File: src/rtl/sdr_pkg.sv
package sdr_pkg;

  // {csN, rasN, casN, weN}
  typedef enum logic [3:0] {
    CMD_MODE = 4'b0000,
    CMD_REF  = 4'b0001,
    CMD_PRE  = 4'b0010,
    CMD_ACT  = 4'b0011,
    CMD_WR   = 4'b0100,
    CMD_RD   = 4'b0101,
    CMD_NOP  = 4'b0111
  } sdCmd_e;

  // control -> datapath strobes, one per cycle
  typedef struct packed {
    sdCmd_e cmd;
    logic   accept;
  } strobe_t;

endpackage

File: src/rtl/sdr_ctrl.sv
module sdr_ctrl
  import sdr_pkg::*;
#(
  parameter int INIT_CYCLES  = 25000,
  parameter int REF_INTERVAL = 1953,
  parameter int T_RCD        = 2,
  parameter int T_RP         = 3,
  parameter int T_RC         = 7,
  parameter int T_WR         = 2
) (
  input  logic    clk,
  input  logic    rstN,
  input  logic    reqValid,
  input  logic    reqWrite,
  output logic    reqReady,
  output strobe_t stb
);

  // gaps counted from the read/write command; reads leave room for CL=3
  localparam int RC_REST = T_RC - T_RCD;
  localparam int RD_GAP  = (RC_REST > T_RP + 4) ? RC_REST : T_RP + 4;
  localparam int WR_GAP  = (RC_REST > T_WR + T_RP) ? RC_REST : T_WR + T_RP;
  localparam int CNT_W   = $clog2(INIT_CYCLES + RD_GAP + WR_GAP + T_RC + 2);
  localparam int REF_W   = $clog2(REF_INTERVAL + 1);

  typedef enum logic [2:0] {
    ST_WAIT, ST_PRE, ST_REF1, ST_REF2, ST_MODE, ST_IDLE, ST_RW
  } state_e;

  state_e             state, stateN, afterSt, afterN;
  logic [CNT_W-1:0]   waitCnt, cntN;
  logic [REF_W-1:0]   refCnt;
  logic               refPending, refClr, refWrap, isWrite;

  assign refWrap  = (refCnt == REF_W'(REF_INTERVAL - 1));
  assign reqReady = (state == ST_IDLE) && !refPending;

  always_comb begin
    stb.cmd    = CMD_NOP;
    stb.accept = 1'b0;
    stateN     = state;
    afterN     = afterSt;
    cntN       = waitCnt;
    refClr     = 1'b0;
    case (state)
      ST_WAIT: begin
        cntN = waitCnt - 1'b1;
        if (waitCnt == CNT_W'(1)) stateN = afterSt;
      end
      ST_PRE: begin
        stb.cmd = CMD_PRE;
        stateN = ST_WAIT; cntN = CNT_W'(T_RP - 1); afterN = ST_REF1;
      end
      ST_REF1: begin
        stb.cmd = CMD_REF;
        stateN = ST_WAIT; cntN = CNT_W'(T_RC - 1); afterN = ST_REF2;
      end
      ST_REF2: begin
        stb.cmd = CMD_REF;
        stateN = ST_WAIT; cntN = CNT_W'(T_RC - 1); afterN = ST_MODE;
      end
      ST_MODE: begin
        stb.cmd = CMD_MODE;
        stateN = ST_WAIT; cntN = CNT_W'(1); afterN = ST_IDLE;
      end
      ST_IDLE: begin
        if (refPending) begin
          stb.cmd = CMD_REF;
          refClr  = 1'b1;
          stateN = ST_WAIT; cntN = CNT_W'(T_RC - 1); afterN = ST_IDLE;
        end else if (reqValid) begin
          stb.cmd    = CMD_ACT;
          stb.accept = 1'b1;
          stateN = ST_WAIT; cntN = CNT_W'(T_RCD - 1); afterN = ST_RW;
        end
      end
      ST_RW: begin
        stb.cmd = isWrite ? CMD_WR : CMD_RD;
        stateN  = ST_WAIT;
        cntN    = isWrite ? CNT_W'(WR_GAP - 1) : CNT_W'(RD_GAP - 1);
        afterN  = ST_IDLE;
      end
      default: stateN = ST_IDLE;
    endcase
  end

  always_ff @(posedge clk) begin
    if (!rstN) begin
      state      <= ST_WAIT;
      afterSt    <= ST_PRE;
      waitCnt    <= CNT_W'(INIT_CYCLES);
      refCnt     <= '0;
      refPending <= 1'b0;
      isWrite    <= 1'b0;
    end else begin
      state   <= stateN;
      afterSt <= afterN;
      waitCnt <= cntN;
      if (stb.accept) isWrite <= reqWrite;
      refCnt <= refWrap ? '0 : refCnt + 1'b1;
      if (refWrap)     refPending <= 1'b1;
      else if (refClr) refPending <= 1'b0;
    end
  end

endmodule

File: src/rtl/sdr_datapath.sv
module sdr_datapath
  import sdr_pkg::*;
#(
  parameter int ROW_W            = 12,
  parameter int BANK_W           = 2,
  parameter int COL_W            = 9,
  parameter int DATA_W           = 16,
  parameter bit BURST_INTERLEAVE = 1'b0
) (
  input  logic                              clk,
  input  logic                              rstN,
  input  strobe_t                           stb,
  input  logic [1:0]                        casLat,
  input  logic [ROW_W+BANK_W+COL_W-1:0]     reqAddr,
  input  logic [DATA_W-1:0]                 reqWdata,
  input  logic [DATA_W/8-1:0]               reqMask,
  input  logic [DATA_W-1:0]                 sdDqIn,
  output logic [3:0]                        cmdPins,
  output logic                              sdCke,
  output logic [BANK_W-1:0]                 sdBa,
  output logic [ROW_W-1:0]                  sdAddr,
  output logic [DATA_W/8-1:0]               sdDqm,
  output logic [DATA_W-1:0]                 sdDqOut,
  output logic                              sdDqOe,
  output logic                              rdValid,
  output logic [DATA_W-1:0]                 rdData
);

  localparam int MASK_W = DATA_W / 8;
  localparam int AP_BIT = 10;

  logic [BANK_W-1:0] bankQ, baN;
  logic [COL_W-1:0]  colQ;
  logic [DATA_W-1:0] dataQ;
  logic [MASK_W-1:0] maskQ;
  logic [ROW_W-1:0]  aN;
  logic [1:0]        clReg;
  logic [2:0]        rdPipe;
  logic              capture;

  always_comb begin
    aN  = '0;
    baN = bankQ;
    case (stb.cmd)
      CMD_ACT: begin
        aN  = reqAddr[COL_W+BANK_W +: ROW_W];
        baN = reqAddr[COL_W +: BANK_W];
      end
      CMD_RD, CMD_WR: begin
        aN[COL_W-1:0] = colQ;
        aN[AP_BIT]    = 1'b1;
      end
      CMD_PRE: aN[AP_BIT] = 1'b1;
      CMD_MODE: begin
        aN[3]   = BURST_INTERLEAVE;
        aN[6:4] = {1'b0, casLat};
      end
      default: aN = '0;
    endcase
  end

  assign capture = (clReg == 2'd3) ? rdPipe[2] : rdPipe[1];

  always_ff @(posedge clk) begin
    if (!rstN) begin
      cmdPins <= CMD_NOP;
      sdCke   <= 1'b0;
      sdBa    <= '0;
      sdAddr  <= '0;
      sdDqm   <= '0;
      sdDqOut <= '0;
      sdDqOe  <= 1'b0;
      bankQ   <= '0;
      colQ    <= '0;
      dataQ   <= '0;
      maskQ   <= '0;
      clReg   <= 2'd3;
      rdPipe  <= '0;
      rdValid <= 1'b0;
      rdData  <= '0;
    end else begin
      sdCke   <= 1'b1;
      cmdPins <= stb.cmd;
      sdBa    <= baN;
      sdAddr  <= aN;
      sdDqm   <= (stb.cmd == CMD_WR) ? maskQ : '0;
      sdDqOut <= dataQ;
      sdDqOe  <= (stb.cmd == CMD_WR);
      if (stb.accept) begin
        bankQ <= reqAddr[COL_W +: BANK_W];
        colQ  <= reqAddr[COL_W-1:0];
        dataQ <= reqWdata;
        maskQ <= reqMask;
      end
      if (stb.cmd == CMD_MODE) clReg <= casLat;
      rdPipe  <= {rdPipe[1:0], cmdPins == CMD_RD};
      rdValid <= capture;
      if (capture) rdData <= sdDqIn;
    end
  end

endmodule

File: src/rtl/sdr_controller.sv
module sdr_controller
  import sdr_pkg::*;
#(
  parameter int CLK_MHZ          = 125,
  parameter int INIT_CYCLES      = 25000,
  parameter int T_RCD            = 2,
  parameter int T_RP             = 3,
  parameter int T_RC             = 7,
  parameter int T_WR             = 2,
  parameter bit BURST_INTERLEAVE = 1'b0,
  parameter int ROW_W            = 12,
  parameter int BANK_W           = 2,
  parameter int COL_W            = 9,
  parameter int DATA_W           = 16
) (
  input  logic                          clk,
  input  logic                          rstN,
  input  logic [1:0]                    casLat,
  input  logic                          reqValid,
  output logic                          reqReady,
  input  logic                          reqWrite,
  input  logic [ROW_W+BANK_W+COL_W-1:0] reqAddr,
  input  logic [DATA_W-1:0]             reqWdata,
  input  logic [DATA_W/8-1:0]           reqMask,
  output logic                          rdValid,
  output logic [DATA_W-1:0]             rdData,
  output logic                          sdCke,
  output logic                          sdCsN,
  output logic                          sdRasN,
  output logic                          sdCasN,
  output logic                          sdWeN,
  output logic [BANK_W-1:0]             sdBa,
  output logic [ROW_W-1:0]              sdAddr,
  output logic [DATA_W/8-1:0]           sdDqm,
  output logic [DATA_W-1:0]             sdDqOut,
  output logic                          sdDqOe,
  input  logic [DATA_W-1:0]             sdDqIn
);

  // 4096 refreshes per 64 ms
  localparam int REF_INTERVAL = (CLK_MHZ * 64000) / 4096;

  strobe_t    stb;
  logic [3:0] cmdPins;

  sdr_ctrl #(
    .INIT_CYCLES(INIT_CYCLES), .REF_INTERVAL(REF_INTERVAL),
    .T_RCD(T_RCD), .T_RP(T_RP), .T_RC(T_RC), .T_WR(T_WR)
  ) u_ctrl (
    .clk(clk), .rstN(rstN), .reqValid(reqValid), .reqWrite(reqWrite),
    .reqReady(reqReady), .stb(stb)
  );

  sdr_datapath #(
    .ROW_W(ROW_W), .BANK_W(BANK_W), .COL_W(COL_W), .DATA_W(DATA_W),
    .BURST_INTERLEAVE(BURST_INTERLEAVE)
  ) u_dp (
    .clk(clk), .rstN(rstN), .stb(stb), .casLat(casLat), .reqAddr(reqAddr),
    .reqWdata(reqWdata), .reqMask(reqMask), .sdDqIn(sdDqIn),
    .cmdPins(cmdPins), .sdCke(sdCke), .sdBa(sdBa), .sdAddr(sdAddr),
    .sdDqm(sdDqm), .sdDqOut(sdDqOut), .sdDqOe(sdDqOe),
    .rdValid(rdValid), .rdData(rdData)
  );

  assign {sdCsN, sdRasN, sdCasN, sdWeN} = cmdPins;

endmodule

File: config.mk
export PLATFORM = sky130hd
export DESIGN_NAME = sdr_controller
export DESIGN_NICKNAME = d
export VERILOG_FILES = /design/src/rtl/sdr_pkg.sv /design/src/rtl/sdr_ctrl.sv /design/src/rtl/sdr_datapath.sv /design/src/rtl/sdr_controller.sv
export SDC_FILE = /design/constraint.sdc
export NUM_CORES = 1
export LEC_CHECK = 0
export ABC_AREA = 0
export BUFFER_PORTS_ARGS = -buffer_cell sky130_fd_sc_hd__buf_4
export CAP_MARGIN = 20
export CORE_MARGIN = 2
export CORE_UTILIZATION = 45
export DETAILED_ROUTE_END_ITERATION = 16
export HOLD_SLACK_MARGIN = 0.08
export PLACE_DENSITY = 0.7
export SETUP_SLACK_MARGIN = 0.4
export SLEW_MARGIN = 20
export SYNTH_ARGS = -nofsm -noshare
export SYNTH_HDL_FRONTEND = slang
export SYNTH_SLANG_ARGS = --single-unit
File: constraint.sdc
create_clock -name clk -period 3.3 [get_ports clk]
set_input_delay 0.66 -clock clk [delete_from_list [all_inputs] [get_ports clk]]
set_output_delay 0.66 -clock clk [all_outputs]
set_load 0.01 [all_outputs]
==> results of run 1 <==
==> flip-flops by register name, indices dropped and copies added (netlist names), 3 cells and up <==
| register | count |
|---|---|
| u_dp.dataQ | 16 |
| u_dp.rdData | 16 |
| u_dp.sdDqOut | 16 |
| u_ctrl.waitCnt | 15 |
| u_dp.sdAddr | 12 |
| u_ctrl.refCnt | 11 |
| u_dp.colQ | 9 |
| u_ctrl.afterSt | 3 |
| u_ctrl.state | 3 |
| u_dp.cmdPins | 3 |
| u_dp.rdPipe | 3 |
==> layer usage <==
layer,up-vias,track usage (%),part of all wire (%)
met5,-,0,0
met4,0,9.36,1.7
met3,13,6.23,5.7
met2,116,31.7,47
met1,1733,24.9,46
li1,1921,-,-
==> worst min-delay path by stage <==
stage | from | to | cells after the start | slack [ns]
after floorplan | u_dp.rdPipe[0] | u_dp.rdPipe[1] | 1 | 0.41
after global placement | u_dp.cmdPins[1] | u_dp.rdPipe[0] | 1 | 0.40
after detailed placement | u_dp.cmdPins[1] | u_dp.rdPipe[0] | 1 | 0.41
after CTS | casLat[0] | u_dp.clReg[0] | 3 | 0.35
after global routing | casLat[0] | u_dp.clReg[0] | 3 | 0.36
final | casLat[0] | u_dp.clReg[0] | 3 | 0.38
==> stage by stage <==
step           cell area, um2  hold slack, ns
4_1_cts                  6010           0.352
6_report                 6010           0.378
5_1_grt                  6010           0.364
3_5_place_dp             5420           0.409
3_3_place_gp             5420           0.405
2_1_floorplan            4460           0.412
==> layout make-up <==
| class | instances | area share [%] |
|---|---|---|
| Clock buffer | 20 | 7.41 |
| Clock inverter | 12 | 2.45 |
| Inverter | 11 | 0.686 |
| Multi-Input combinational cell | 341 | 31.1 |
| Sequential cell | 122 | 40.6 |
| Tap cell | 133 | 2.77 |
| Timing Repair Buffer | 120 | 15.0 |
==> cells in the mapped netlist (4+ instances only) <==
master,number,area share [%]
o21ai_0,20,2.2
or3_1,10,1.4
nand2_1,81,6.8
a21oi_1,48,5.4
mux2i_1,18,4.0
dfxtp_1,122,55
and2_1,20,2.8
nand2b_1,4,0.56
ha_1,4,1.1
nor2b_1,4,0.56
a22oi_1,7,1.2
nor4_1,5,0.70
nor3_1,9,1.0
clkbuf_1,22,1.9
o211ai_1,4,0.67
xnor2_1,7,1.4
nand3_1,12,1.3
inv_1,10,0.84
nor2_1,54,4.5
xor2_1,4,0.79
==> power groups by stage <==
| stage | logic [uW] | clock network, uW | registers (uW) |
|---|---|---|---|
| 2_1_floorplan | 59.0 | 0 | 1530 |
| 3_3_place_gp | 130 | 0 | 1530 |
| 3_5_place_dp | 132 | 0 | 1530 |
| 4_1_cts | 134 | 1850 | 1500 |
| 5_1_grt | 148 | 1920 | 1500 |
| 6_report | 133 | 1830 | 1500 |
==> worst min-delay path, stage by stage <==
cell and delay (ns):
buf_4 0.09, nand2_1 0.04, nand3_1 0.07
==> cells by family (layout without fill, tap and decap cells) <==
| family | after synthesis | count (layout) | synth area share, % |
|---|---|---|---|
| buffers and inverters | 38 | 163 | 3.39 |
| AO/OA/AOI/OAI | 97 | 97 | 12.6 |
| XOR/XNOR | 11 | 11 | 2.16 |
| AND/OR/NAND/NOR | 208 | 208 | 21.2 |
| adder cells (fa/ha/maj) | 4 | 4 | 1.12 |
| other | 1 | 1 | 0.0841 |
| flip-flops | 122 | 122 | 54.8 |
| multiplexers | 20 | 20 | 4.60 |
==> summary.txt, run 1 <==
Drt
  • DR iter-0 viols: 251
  • Avg Vias per Cell: approximately 5
  • WL per Instance: about 14 um
  • Pre-antenna DRT Iters: 4
  • Residual DRC: 0
  • Final ANT Viol Nets: 0
  • Via count: ~3,800
  • WL final: 10,300 um

Flow run
  • Max-Cap Viols: 0

Clocking
  • Total CTS buffers: 17
  • Root Buffer: clkbuf_8
  • H-tree Lvls: 4
  • Post-cts repair resize count: 0
  • CTS Sinks: 122
  • TritonCTS clock tree: yes
  • Hold Buf Count CTS: 0
  • Post-CTS Setup Repair Bufs: 0
  • Clk slew on worst S/H paths: 0.06 ns
  • CTS Buffer Depth: 2
  • Clk_lat worst skew: 0.51 ns

Timing
  • RSZ-0062 raised after global routing: false
  • Setup ws final: roughly 0.63 ns
  • Setup violators final: 0
  • Endpoints failing hold: 0
  • Fin. max-slew vios: 0
  • Worst slew margin: 32.2%
  • Final period util: about four fifths
  • Setup_tns: 0 ns
  • Top achievable clock speed: 374 MHz
  • Slew of the pin with the lowest slew margin: between 1 and 1.5 ns
  • Setup Skew: 0.00970 ns
  • Final period demand of the worst path: 2.67 ns

Synthesis
  • Synth unique cells: between 40 and 50
  • Mean Syn Cell Area: 8.90 um2
  • Post-synth EDFFs: 0
  • Post-synthesis sequential area ratio: about 55%
  • Post-Syn Instances: 501
  • Async SR Flop Fraction: 0%
  • Post-synth top flop: dfxtp_1
  • Synth Cell Area: around 0.0045 mm2
  • Yosys reg bits: approximately 120
  • Synthesis Warnings: 0
  • Mapped Nets: 568

Cells and area
  • Area of the multi-input gates: 0.00187 mm2
  • Antenna cell count: 0
  • Fraction of layout cells with a size suffix above 1: around 25%
  • Fin nets: 680
  • Non-Filler Instances: 759
  • Reg area: 0.00244 mm2
  • Commonest non-fill, non-tap cell in the layout: dfxtp_1
  • Final core utilization: 62.1%
  • # fillers: between 800 and 900
  • Area delta synth->final: 34.9%
  • Commonest non-fill, non-tap cells in the layout: dfxtp_1, buf_4, nand2_1, nor2_1, a21oi_1

Critical path
  • Slowest library cell on the worst path: dfxtp_1
  • RR Endpoint: u_dp.sdBa[1]
  • Reg-to-reg setup timing slack: 0.85 ns
  • Crit path buffers/inverters: 1
  • WP data arrival: 2.01 ns
  • Crit path required time: between 2 and 3 ns
  • Setup crit start: u_ctrl.state[1]
  • Worst path cell trace: nor2b_1 -> nand2_1 -> nor2_1 -> buf_4
  • Kind of end point of the critical path: output port
  • Reg2reg path depth: 4
  • Worst path max stage delay: 0.86 ns
  • CP Class: reg2out
  • Crit-path leading delay family: flip-flops
  • Crit path to: reqReady
  • CP Depth: 4
  • CP max FO: 26
  • CP Launch Type: flop
  • Reg2reg start: u_ctrl.state[2]

Placement
  • GP Congestion: 0.822
  • Place WS: a little over 0.9 ns
  • Port Buffers: around 120
  • Post-DP HPWL: 6990 um
  • Cell Count Post-Placement: between 700 and 800

Floorplanning
  • Die area: around 0.011 mm2
  • Core Area: 0.00968 mm2
  • Row count: 36
  • Die W: 104 um
  • Die H: 104 um
  • I/O pins: roughly 120
  • Initial core utilization: 46.0%

Pwr
  • P_int: 2740 uW
  • Peak VDD IR: 0.307 mV
  • Sw frac: 20.9%
  • Comb pwr share: 3.9%
  • Clock network fraction of total power: between 50 and 60%
  • Psw: 723 uW
  • Final Total Pwr: ~3500 uW
  • Seq pwr share: 43.4%
  • Leak: around 0.0025 uW
  • Pwr per Cell Area: 576 mW/mm2

Global route
  • Gr usage total: 20.0%
  • Largest net degree at the start of global routing: 45
  • Grt ovf: 0
  • First-pass GRT wire length: 17,000 um
  • Vias in the first global route: approximately 3,500
  • Initial antenna violation count: 0

Outcome
  • Outcome: completed

Worst hold path
  • Hold Path Class: in2reg
Note: power is estimated with default switching activity, not from simulation.
==> run 2, diff against run 1 <==
--- a/config.mk
+++ b/config.mk
@@ -12,7 +12,7 @@
 export CORE_UTILIZATION = 45
 export DETAILED_ROUTE_END_ITERATION = 16
 export HOLD_SLACK_MARGIN = 0.08
-export PLACE_DENSITY = 0.7
+export PLACE_DENSITY = 0.73
 export SETUP_SLACK_MARGIN = 0.4
 export SLEW_MARGIN = 20
 export SYNTH_ARGS = -nofsm -noshare
==> constraint.sdc (replaced) <==
create_clock -name clk -period 2.2 [get_ports clk]
set_input_delay 0.44 -clock clk [delete_from_list [all_inputs] [get_ports clk]]
set_output_delay 0.44 -clock clk [all_outputs]
set_load 0.01 [all_outputs]
==> summary.txt, run 2 (same netlist as run 1, synthesis figures left out) <==
Outcome
  • Outcome: completed

Timing
  • RSZ-0062 raised after global routing: true
  • Endpoints failing hold: 0
  • Top achievable clock speed: 554 MHz
  • Worst slew margin: 62.1%
  • Final period util: between 80 and 90%
  • Setup_tns: 0 ns
  • Fin. max-slew vios: 0
  • Slew of the pin with the lowest slew margin: 0.565 ns
  • Final period demand of the worst path: 1.81 ns
  • Setup Skew: 0.00562 ns
  • Setup violators final: 0

Global route
  • Grt ovf: 0
  • Gr usage total: between 20% and 30%
  • Largest net degree at the start of global routing: 44
  • First-pass GRT wire length: 17,600 um
  • Initial antenna violation count: 0
  • Vias in the first global route: 3,735

Floorplanning
  • Row count: 36
  • Die H: 104 um
  • Core Area: 0.00968 mm2
  • Initial core utilization: 46.0%
  • Die W: between 100 and 150 um
  • Die area: ~0.011 mm2
  • I/O pins: 119

Clocking
  • Total CTS buffers: 17
  • Clk slew on worst S/H paths: 0.06 ns
  • H-tree Lvls: 4
  • TritonCTS clock tree: yes
  • Clk_lat worst skew: 0.52 ns
  • Root Buffer: clkbuf_8
  • CTS Sinks: 122
  • CTS Buffer Depth: 2

Cells and area
  • Commonest non-fill, non-tap cell in the layout: buf_4
  • # fillers: ~790
  • Commonest non-fill, non-tap cells in the layout: buf_4, dfxtp_1, nand2_1, nor2_1, a21oi_1
  • Fraction of layout cells with a size suffix above 1: between 20% and 30%
  • Area delta synth->final: 40.2%
  • Top flop regs: u_dp.dataQ (16), u_dp.rdData (16), u_dp.sdDqOut (16)
  • Non-Filler Instances: 776
  • Fin nets: 697
  • Antenna cell count: 0

Pwr
  • Leak: about 0.0026 uW
  • Final Total Pwr: around 5300 uW
  • Pwr per Cell Area: 851 mW/mm2
  • Peak VDD IR: 0.443 mV

Drt
  • Pre-antenna DRT Iters: 4
  • Final ANT Viol Nets: 0
  • Avg Vias per Cell: between 4 and 5
  • Residual DRC: 0
  • Via count: 3,863
  • WL final: 10,800 um
  • WL per Instance: 14.0 um
  • DR iter-0 viols: roughly 200

Placement
  • Post-DP HPWL: 7310 um
  • Port Buffers: ~120
  • Cell Count Post-Placement: 736
  • GP Congestion: around 0.8

Flow run
  • Max-Cap Viols: 0

Critical path
  • CP Launch Type: flop
  • Crit path required time: 1.76 ns
  • Kind of end point of the critical path: output port
  • CP Class: reg2out
  • WP data arrival: 1.37 ns
  • CP max FO: 2

Worst hold path
  • Hold Path Class: in2reg
## run 2: cell count changes in the layout (fill, tap and decap cells not counted), sizes merged
cell      change
clkinvlp      -2
bufinv        +1
clkinv        +1
buf          +17
## run 2: final timing paths
kind                     start            endpoint  slack (ns)  cells after the start
max reg2reg  u_ctrl.waitCnt[8]  u_ctrl.waitCnt[13]        0.41                      4
min reg2reg    u_dp.cmdPins[1]      u_dp.rdPipe[0]        0.43                      1
max            u_ctrl.state[1]            reqReady        0.39                      5
min                  casLat[0]       u_dp.clReg[0]        0.15                      3
## run 2: area by class of cell
type                    count  area [um2]  area share [%]
clock buffers              20         445            7.12
multi-input cells         341        1920            30.7
inverters                  11        41.3           0.660
repair buffers            137        1050            16.8
clock inverters            12         171            2.74
well taps                 133         166            2.66
flip-flops and latches    122        2460            39.3
## run 2: metal layers
layer	global-route usage (%)	wire (um)	vias to the layer above
li1	-	-	1954
met1	24.4	4620	1797
met2	34.9	5540	100
met3	6.10	546	12
met4	8.69	130	0
met5	0	0	-
## run 2: repair_timing
item                       4_1_cts  5_1_grt
pin swaps                        1        6
gates resized for setup         11       14
buffers inserted                 5        3
setup endpoints to repair        4       37
hold buffers                     0        0
## run 2: worst max-delay path: stages (launching register included)
cell	delay [ns]
dfxtp_4	0.34
buf_6	0.12
nor2b_4	0.11
nand2_2	0.07
nor2_2	0.09
buf_4	0.12
## run 2: power breakdown
group          switching [uW]  total [uW]  internal (uW)
clock network             970        2860           1890
logic                    95.9         210            114
registers                21.9        2250           2230
total                    1090        5320           4230
## run 2: per-stage QoR
| stage | hold WS, ns | util [%] | instance area (um2) | setup slack (ns) |
|---|---|---|---|---|
| after CTS | 0.130 | 63.9 | 6190 | 0.333 |
| after detailed placement | 0.417 | 56.8 | 5500 | 0.369 |
| final | 0.151 | 64.6 | 6250 | 0.394 |
| after global placement | 0.407 | 56.8 | 5500 | 0.430 |
| after global routing | 0.134 | 64.6 | 6250 | 0.304 |
| after floorplan | 0.412 | - | 4460 | 0.485 |
